$ cat src/rtl/irqc_pkg.sv
package irqc_pkg;
  localparam int SPURIOUS_ID   = 1023;
  localparam int FIRST_RSV_ID  = 1020;
  localparam int REG_CTRL      = 0;
  localparam int REG_THRESH    = 1;
  localparam int REG_ACK       = 2;
  localparam int REG_EOI       = 3;

  typedef struct packed {
    logic rd_ctrl;
    logic rd_thresh;
    logic rd_ack;
    logic rd_any;
    logic wr_ctrl;
    logic wr_thresh;
    logic wr_eoi;
  } bus_dec_t;
endpackage

$ cat src/rtl/irqc_rst_sync.sv
module irqc_rst_sync #(
  parameter int STAGES = 2
) (
  input  logic clk,
  input  logic rst_n,
  output logic rst_n_sync
);
  logic [STAGES-1:0] chain_q;
  logic [STAGES-1:0] chain_d;

  always_comb begin
    chain_d = {chain_q[STAGES-2:0], 1'b1};
  end

  always_ff @(posedge clk or negedge rst_n) begin
    if (!rst_n) chain_q <= '0;
    else        chain_q <= chain_d;
  end

  assign rst_n_sync = chain_q[STAGES-1];
endmodule

$ cat src/rtl/irqc_cfg_regs.sv
module irqc_cfg_regs #(
  parameter int PRIO_W = 8,
  parameter int DATA_W = 32
) (
  input  logic              clk,
  input  logic              rst_n,
  input  logic              wr_ctrl,
  input  logic              wr_thresh,
  input  logic [DATA_W-1:0] wdata,
  output logic              en_o,
  output logic [PRIO_W-1:0] thresh_o
);
  logic              en_q, en_d;
  logic [PRIO_W-1:0] th_q, th_d;

  always_comb begin
    en_d = en_q;
    th_d = th_q;
    if (wr_ctrl)   en_d = wdata[0];
    if (wr_thresh) th_d = wdata[PRIO_W-1:0];
  end

  always_ff @(posedge clk or negedge rst_n) begin
    if (!rst_n) begin
      en_q <= 1'b0;
      th_q <= '0;
    end else begin
      if (wr_ctrl)   en_q <= en_d;
      if (wr_thresh) th_q <= th_d;
    end
  end

  assign en_o     = en_q;
  assign thresh_o = th_q;

  p_ctrl_write_r2: assert property (@(posedge clk) disable iff (!rst_n)
    wr_ctrl |=> (en_o == $past(wdata[0])));
  p_thresh_write_r3: assert property (@(posedge clk) disable iff (!rst_n)
    wr_thresh |=> (thresh_o == $past(wdata[PRIO_W-1:0])));
endmodule

$ cat src/rtl/irqc_qualify.sv
module irqc_qualify #(
  parameter int ID_W   = 10,
  parameter int PRIO_W = 8
) (
  input  logic              en,
  input  logic [PRIO_W-1:0] thresh,
  input  logic              active,
  input  logic              cand_valid,
  input  logic [ID_W-1:0]   cand_id,
  input  logic [PRIO_W-1:0] cand_prio,
  output logic              eligible
);
  localparam logic [ID_W-1:0] RSV_FIRST = ID_W'(irqc_pkg::FIRST_RSV_ID);

  logic id_ok, prio_ok;

  always_comb begin
    id_ok    = cand_id < RSV_FIRST;
    prio_ok  = cand_prio < thresh;
    eligible = en & cand_valid & id_ok & prio_ok & ~active;
  end
endmodule

$ cat src/rtl/irqc_handshake.sv
module irqc_handshake #(
  parameter int ID_W   = 10,
  parameter int PRIO_W = 8,
  parameter int DATA_W = 32
) (
  input  logic               clk,
  input  logic               rst_n,
  input  irqc_pkg::bus_dec_t dec,
  input  logic [DATA_W-1:0]  wdata,
  input  logic               eligible,
  input  logic [ID_W-1:0]    cand_id,
  input  logic               en,
  input  logic [PRIO_W-1:0]  thresh,
  output logic               active_o,
  output logic               ack_stb_o,
  output logic [ID_W-1:0]    ack_id_o,
  output logic               eoi_stb_o,
  output logic [ID_W-1:0]    eoi_id_o,
  output logic               rsp_valid_o,
  output logic [DATA_W-1:0]  rsp_rdata_o
);
  localparam logic [ID_W-1:0] SPUR = ID_W'(irqc_pkg::SPURIOUS_ID);
  localparam logic [ID_W-1:0] RSV_FIRST = ID_W'(irqc_pkg::FIRST_RSV_ID);

  logic              act_q, act_d;
  logic [ID_W-1:0]   aid_q, aid_d;
  logic              ack_q, ack_d;
  logic [ID_W-1:0]   ackid_q, ackid_d;
  logic              eoi_q, eoi_d;
  logic [ID_W-1:0]   eoiid_q, eoiid_d;
  logic              rv_q, rv_d;
  logic [DATA_W-1:0] rd_q, rd_d;
  logic              eoi_match;
  logic              state_ce;

  always_comb begin
    eoi_match = dec.wr_eoi & act_q & (wdata == DATA_W'(aid_q));
    act_d   = act_q;
    aid_d   = aid_q;
    ack_d   = 1'b0;
    ackid_d = ackid_q;
    eoi_d   = 1'b0;
    eoiid_d = eoiid_q;
    rv_d    = dec.rd_any;
    rd_d    = rd_q;
    if (dec.rd_any) begin
      rd_d = '0;
      if (dec.rd_ctrl)   rd_d[0] = en;
      if (dec.rd_thresh) rd_d[PRIO_W-1:0] = thresh;
      if (dec.rd_ack) begin
        if (eligible) begin
          rd_d[ID_W-1:0] = cand_id;
          ack_d   = 1'b1;
          ackid_d = cand_id;
          act_d   = 1'b1;
          aid_d   = cand_id;
        end else begin
          rd_d[ID_W-1:0] = SPUR;
        end
      end
    end
    if (eoi_match) begin
      eoi_d   = 1'b1;
      eoiid_d = aid_q;
      act_d   = 1'b0;
    end
    state_ce = dec.rd_ack | eoi_match;
  end

  always_ff @(posedge clk or negedge rst_n) begin
    if (!rst_n) begin
      act_q   <= 1'b0;
      aid_q   <= '0;
      ack_q   <= 1'b0;
      ackid_q <= '0;
      eoi_q   <= 1'b0;
      eoiid_q <= '0;
      rv_q    <= 1'b0;
      rd_q    <= '0;
    end else begin
      ack_q <= ack_d;
      eoi_q <= eoi_d;
      rv_q  <= rv_d;
      if (state_ce) begin
        act_q <= act_d;
        aid_q <= aid_d;
      end
      if (ack_d)        ackid_q <= ackid_d;
      if (eoi_d)        eoiid_q <= eoiid_d;
      if (dec.rd_any)   rd_q    <= rd_d;
    end
  end

  assign active_o    = act_q;
  assign ack_stb_o   = ack_q;
  assign ack_id_o    = ackid_q;
  assign eoi_stb_o   = eoi_q;
  assign eoi_id_o    = eoiid_q;
  assign rsp_valid_o = rv_q;
  assign rsp_rdata_o = rd_q;

  p_ack_single_r5: assert property (@(posedge clk) disable iff (!rst_n)
    ack_stb_o |=> !ack_stb_o);
  p_ack_marks_active_r5: assert property (@(posedge clk) disable iff (!rst_n)
    ack_stb_o |-> (active_o && ack_id_o == rsp_rdata_o[ID_W-1:0]));
  p_ack_not_reserved_r7: assert property (@(posedge clk) disable iff (!rst_n)
    ack_stb_o |-> (ack_id_o < RSV_FIRST));
  p_eoi_retires_r8: assert property (@(posedge clk) disable iff (!rst_n)
    eoi_stb_o |-> (!active_o && $past(active_o) && eoi_id_o == $past(aid_q)));
  p_eoi_needs_active_r9: assert property (@(posedge clk) disable iff (!rst_n)
    (dec.wr_eoi && !act_q) |=> !eoi_stb_o);
  p_rsp_timing_r10: assert property (@(posedge clk) disable iff (!rst_n)
    dec.rd_any |=> rsp_valid_o);
  p_spurious_quiet_r6: assert property (@(posedge clk) disable iff (!rst_n)
    (dec.rd_ack && !eligible) |=> (!ack_stb_o && rsp_rdata_o[ID_W-1:0] == SPUR));
endmodule

$ cat src/rtl/irqc_cpu_port.sv
module irqc_cpu_port #(
  parameter int ID_W       = 10,
  parameter int PRIO_W     = 8,
  parameter int DATA_W     = 32,
  parameter int ADDR_W     = 4,
  parameter int SYNC_STAGE = 2
) (
  input  logic              clk,
  input  logic              rst_n,
  input  logic              cand_valid,
  input  logic [ID_W-1:0]   cand_id,
  input  logic [PRIO_W-1:0] cand_prio,
  input  logic              req_valid,
  input  logic              req_write,
  input  logic [ADDR_W-1:0] req_addr,
  input  logic [DATA_W-1:0] req_wdata,
  output logic              rsp_valid,
  output logic [DATA_W-1:0] rsp_rdata,
  output logic              irq,
  output logic              ack_stb,
  output logic [ID_W-1:0]   ack_id,
  output logic              eoi_stb,
  output logic [ID_W-1:0]   eoi_id
);
  import irqc_pkg::*;

  logic              rst_n_s;
  bus_dec_t          dec;
  logic              en;
  logic [PRIO_W-1:0] thresh;
  logic              active;
  logic              eligible;

  irqc_rst_sync #(.STAGES(SYNC_STAGE)) u_rst (
    .clk(clk), .rst_n(rst_n), .rst_n_sync(rst_n_s)
  );

  always_comb begin
    logic rd, wr;
    rd = req_valid & ~req_write;
    wr = req_valid &  req_write;
    dec.rd_any    = rd;
    dec.rd_ctrl   = rd & (req_addr == ADDR_W'(REG_CTRL));
    dec.rd_thresh = rd & (req_addr == ADDR_W'(REG_THRESH));
    dec.rd_ack    = rd & (req_addr == ADDR_W'(REG_ACK));
    dec.wr_ctrl   = wr & (req_addr == ADDR_W'(REG_CTRL));
    dec.wr_thresh = wr & (req_addr == ADDR_W'(REG_THRESH));
    dec.wr_eoi    = wr & (req_addr == ADDR_W'(REG_EOI));
  end

  irqc_cfg_regs #(.PRIO_W(PRIO_W), .DATA_W(DATA_W)) u_cfg (
    .clk(clk), .rst_n(rst_n_s),
    .wr_ctrl(dec.wr_ctrl), .wr_thresh(dec.wr_thresh), .wdata(req_wdata),
    .en_o(en), .thresh_o(thresh)
  );

  irqc_qualify #(.ID_W(ID_W), .PRIO_W(PRIO_W)) u_qual (
    .en(en), .thresh(thresh), .active(active),
    .cand_valid(cand_valid), .cand_id(cand_id), .cand_prio(cand_prio),
    .eligible(eligible)
  );

  irqc_handshake #(.ID_W(ID_W), .PRIO_W(PRIO_W), .DATA_W(DATA_W)) u_hs (
    .clk(clk), .rst_n(rst_n_s), .dec(dec), .wdata(req_wdata),
    .eligible(eligible), .cand_id(cand_id), .en(en), .thresh(thresh),
    .active_o(active), .ack_stb_o(ack_stb), .ack_id_o(ack_id),
    .eoi_stb_o(eoi_stb), .eoi_id_o(eoi_id),
    .rsp_valid_o(rsp_valid), .rsp_rdata_o(rsp_rdata)
  );

  assign irq = eligible;

  p_irq_low_disabled_r2: assert property (@(posedge clk) disable iff (!rst_n_s)
    !en |-> !irq);
  p_irq_low_active_r4: assert property (@(posedge clk) disable iff (!rst_n_s)
    active |-> !irq);
  p_irq_masked_r3: assert property (@(posedge clk) disable iff (!rst_n_s)
    (cand_prio >= thresh) |-> !irq);
  p_strobes_exclusive_r8: assert property (@(posedge clk) disable iff (!rst_n_s)
    !(ack_stb && eoi_stb));
endmodule

$ cat config.mk
export PLATFORM = sky130hd
export DESIGN_NAME = irqc_cpu_port
export DESIGN_NICKNAME = d
export VERILOG_FILES = /design/src/rtl/irqc_pkg.sv /design/src/rtl/irqc_rst_sync.sv /design/src/rtl/irqc_cfg_regs.sv /design/src/rtl/irqc_qualify.sv /design/src/rtl/irqc_handshake.sv /design/src/rtl/irqc_cpu_port.sv
export SDC_FILE = /design/constraint.sdc
export NUM_CORES = 1
export LEC_CHECK = 0
export BUFFER_PORTS_ARGS = -buffer_cell sky130_fd_sc_hd__buf_2
export CORE_UTILIZATION = 45
export DETAILED_ROUTE_END_ITERATION = 8
export PLACE_DENSITY = 0.84
export SYNTH_ARGS = -nofsm -noshare
export SYNTH_HDL_FRONTEND = slang
export SYNTH_SLANG_ARGS = --single-unit
$ cat constraint.sdc
create_clock -name clk -period 3.02 [get_ports clk]
set_clock_uncertainty 0.2 [all_clocks]
set_input_delay 0.151 -clock clk [delete_from_list [all_inputs] [get_ports clk]]
set_output_delay 0.151 -clock clk [all_outputs]
set_load 0.005 [all_outputs]
==> impl_results.md <==
- Largest net degree at the start of global routing: 54
- Max cap viols: 0
- Arrival @ worst endpoint: 2.75 ns
- Final period demand of the worst path: 2.69 ns
- FMAX: 371 MHz
- TritonCTS clock tree: yes
- Cell Chain, Critical Path: and4b_1 > nand4_1 > or4_1 > dlygate4sd3_1 > nor4_1 > dlygate4sd3_1
- Crit-path leading delay family: buffers and inverters
- Starting Density: 0.479
- Longest Clk Path Bufs: 2
- Crit-path slowest cell: dlygate4sd3_1
- Final Cycle Share: 0.892
- Synthesized area: 0.00272 sq mm
- # DRC: 0
- Via Count: 2,114
- Initial antenna violation count: 0
- Total CTS buffers: 5
- Worst path most repeated cell: dlygate4sd3_1
- Post-route setup TNS: 0 ns
- Boundary pin count: 115
- Status: finished, final reports clean
- Worst path required time: 3.08 ns
- Buffer type at the clock tree root: clkbuf_8
- Worst slew margin: 0.244
- Std cell rows: 27
- Worst-margin pin slew: 1.13 ns
- Netlist cell types: 34
- Routed wire length: 6.48 mm
- Worst-Skew Late Latency: 0.31 ns
- Fin. max-slew vios: 0
- Routed wire per std cell: 15.4 microns
- Maximum fanout along the worst path: 3
- Die Area: 0.00636 sq mm
- Share of cells above drive strength 1: 0.422
- Worst hold margin: 0.0583 ns
- Slowest cell delay on critical path: 0.59 ns
- Final Hold Violating Endpoints: 0
- Hpwl dp: 4.76 mm
- WS Path Type: reg2reg
- Mean Syn Cell Area: 12.1 sq um
- Tot GR Track Use: 0.214
- Num Clock Sinks: 55
- Syn-to-layout area delta: 31.0%
- Gpl congestion: 0.809
- # Post-CTS Setup Buffers: 0
- Diode count: 0
- FILL cells: 478
- CTS clk-pin slew, worst paths: 0.10 ns
- First-pass GRT wire length: 10.1 mm
- Die Y: 79.8 microns
- Die width: 79.8 microns
- PD cells: 438 mW/mm^2
- Initial DRC count: 98
- R2R Setup Slk: 0.33 ns
- Worst Setup End Kind: register
- Critical Path Start Type: register
- Antenna Nets Post-Route: 0
- Commonest non-fill, non-tap cell in the layout: buf_2
- Sequential cell area fraction in the yosys report: 0.506
- Maximum VDD drop: 0.000281 V
- Fin nets: 413
- Number of I/O port buffers: 92
- Finish-stage setup viols: 0
- Vias in the first global route: 2,117
- Core ar.: 0.00568 sq mm
- Routed vias/inst: 5.03
- CTS H-Tree Depth: 2
- First-pass DRT Iterations: 4
- Post-Syn Instances: 225
- GRT Residual Overflow: 0
- Unrepaired setup endpoints after global routing: no
- CP bufs+invs: 2
- Post-synthesis register bit count: 55
- Leakage power total: 1.89 nW
- Yosys warning total: 0
- Most frequent cells in the layout: 92 x buf_2, 54 x dfrtp_1, 30 x mux2_2, 25 x dlygate4sd3_1, 23 x conb_1
- Hold Path Class: in2reg
## power by group
group,total [mW],switching [mW],internal [mW]
combinational,0.240,0.116,0.124
clock,0.499,0.249,0.250
sequential,0.821,0.0438,0.777
total,1.56,0.410,1.15
## what timing repair did
action | 4_1_cts | 5_1_grt
resized for setup | 0 | 0
hold buffers | 25 | 0
endpoints found under the hold margin | 38 | 0
## logic make-up after synthesis
family                     Yosys count  synth area share
and+or+nand+nor                     35            0.0740
other                                2           0.00276
DFF                                 55             0.506
xor gates and xnor gates            10            0.0322
buffers and inverters               37            0.0841
AOI/OAI and AO/OA                   40            0.0952
adders and majority gates            7            0.0322
muxes                               39             0.174
## sequential cells by signal, indices dropped and copies added, names as in the netlist
name              count
u_hs.ack_id_o        10
u_cfg.thresh_o        8
u_hs.eoi_stb_o        1
u_hs.rsp_valid_o      1
u_hs.aid_q           10
u_hs.ack_stb_o        1
u_rst.chain_q         2
u_hs.rsp_rdata_o     10
u_hs.eoi_id_o        10
u_hs.active_o         1
u_cfg.en_o            1
## final cells by class
type	instances	area [sq um]	share of cell area
inverter	9	33.8	0.00948
clock inverter	3	46.3	0.0130
sequential	55	1380	0.386
tap	72	90.1	0.0253
multi-input combinational	154	1200	0.337
clock buffer	5	68.8	0.0193
timing repair buffer	122	748	0.210
## cells in the mapped netlist, drive strengths merged
library cell	instances	area share
dfrtp	55	0.51
mux2	39	0.17
buf	23	0.065
o21ai	14	0.026
a211oi	9	0.025
a22oi	9	0.025
inv	9	0.012
xnor2	8	0.026
ha	7	0.032
nand2	7	0.0097
clkbuf	5	0.0069
nand4	5	0.011
a21oi	4	0.0074
nor2	4	0.0055
nor4	4	0.0092
or4	3	0.0097
and3	2	0.0046
conb	2	0.0028
nand2b	2	0.0046
nand3	2	0.0037
nor3	2	0.0037
xor2	2	0.0064
a2111oi	1	0.0032
a211o	1	0.0032
a32oi	1	0.0032
and3b	1	0.0032
and4b	1	0.0037
nand3b	1	0.0028
nor2b	1	0.0023
o21a	1	0.0028
## through the flow
stage	util	total power, mW	instance area [sq um]	cells	setup slack [ns]
global route	0.628	1.63	3560	420	0.143
finish	0.628	1.56	3560	420	0.327
detailed placement	0.564	1.05	3200	387	0.454
floorplan	-	0.960	2800	246	0.361
global placement	0.564	1.04	3200	387	0.473
CTS	0.628	1.58	3560	420	0.328
## worst reg2reg max path: stages, from the launching register on
cell,delay [ns]
dfrtp_1,0.40
and4b_1,0.22
nand4_1,0.07
or4_1,0.44
dlygate4sd3_1,0.59
nor4_1,0.15
dlygate4sd3_1,0.58
## worst paths after layout
path,from,end,cells past startpoint
max in group asynchronous,u_rst.chain_q[1],u_cfg.en_o,0
hold reg to reg,u_rst.chain_q[0],u_rst.chain_q[1],0
setup / recovery,u_hs.active_o,u_hs.eoi_stb_o,6
setup reg to reg,u_hs.active_o,u_hs.eoi_stb_o,6
hold / removal,req_addr[0],u_cfg.en_o,4
min in group asynchronous,u_rst.chain_q[1],u_hs.eoi_id_o[8],0
## metal layers
metal  wire length (microns)  track usage  share of wire  up-vias
met5                       0            0              0        -
met4                      33       0.0429         0.0051        0
met3                     454       0.0491          0.070        4
met2                    3330        0.383           0.51       98
met1                    2660        0.263           0.41     1004
li1                        -            -              -     1008
(Power assumes the default switching activity.)
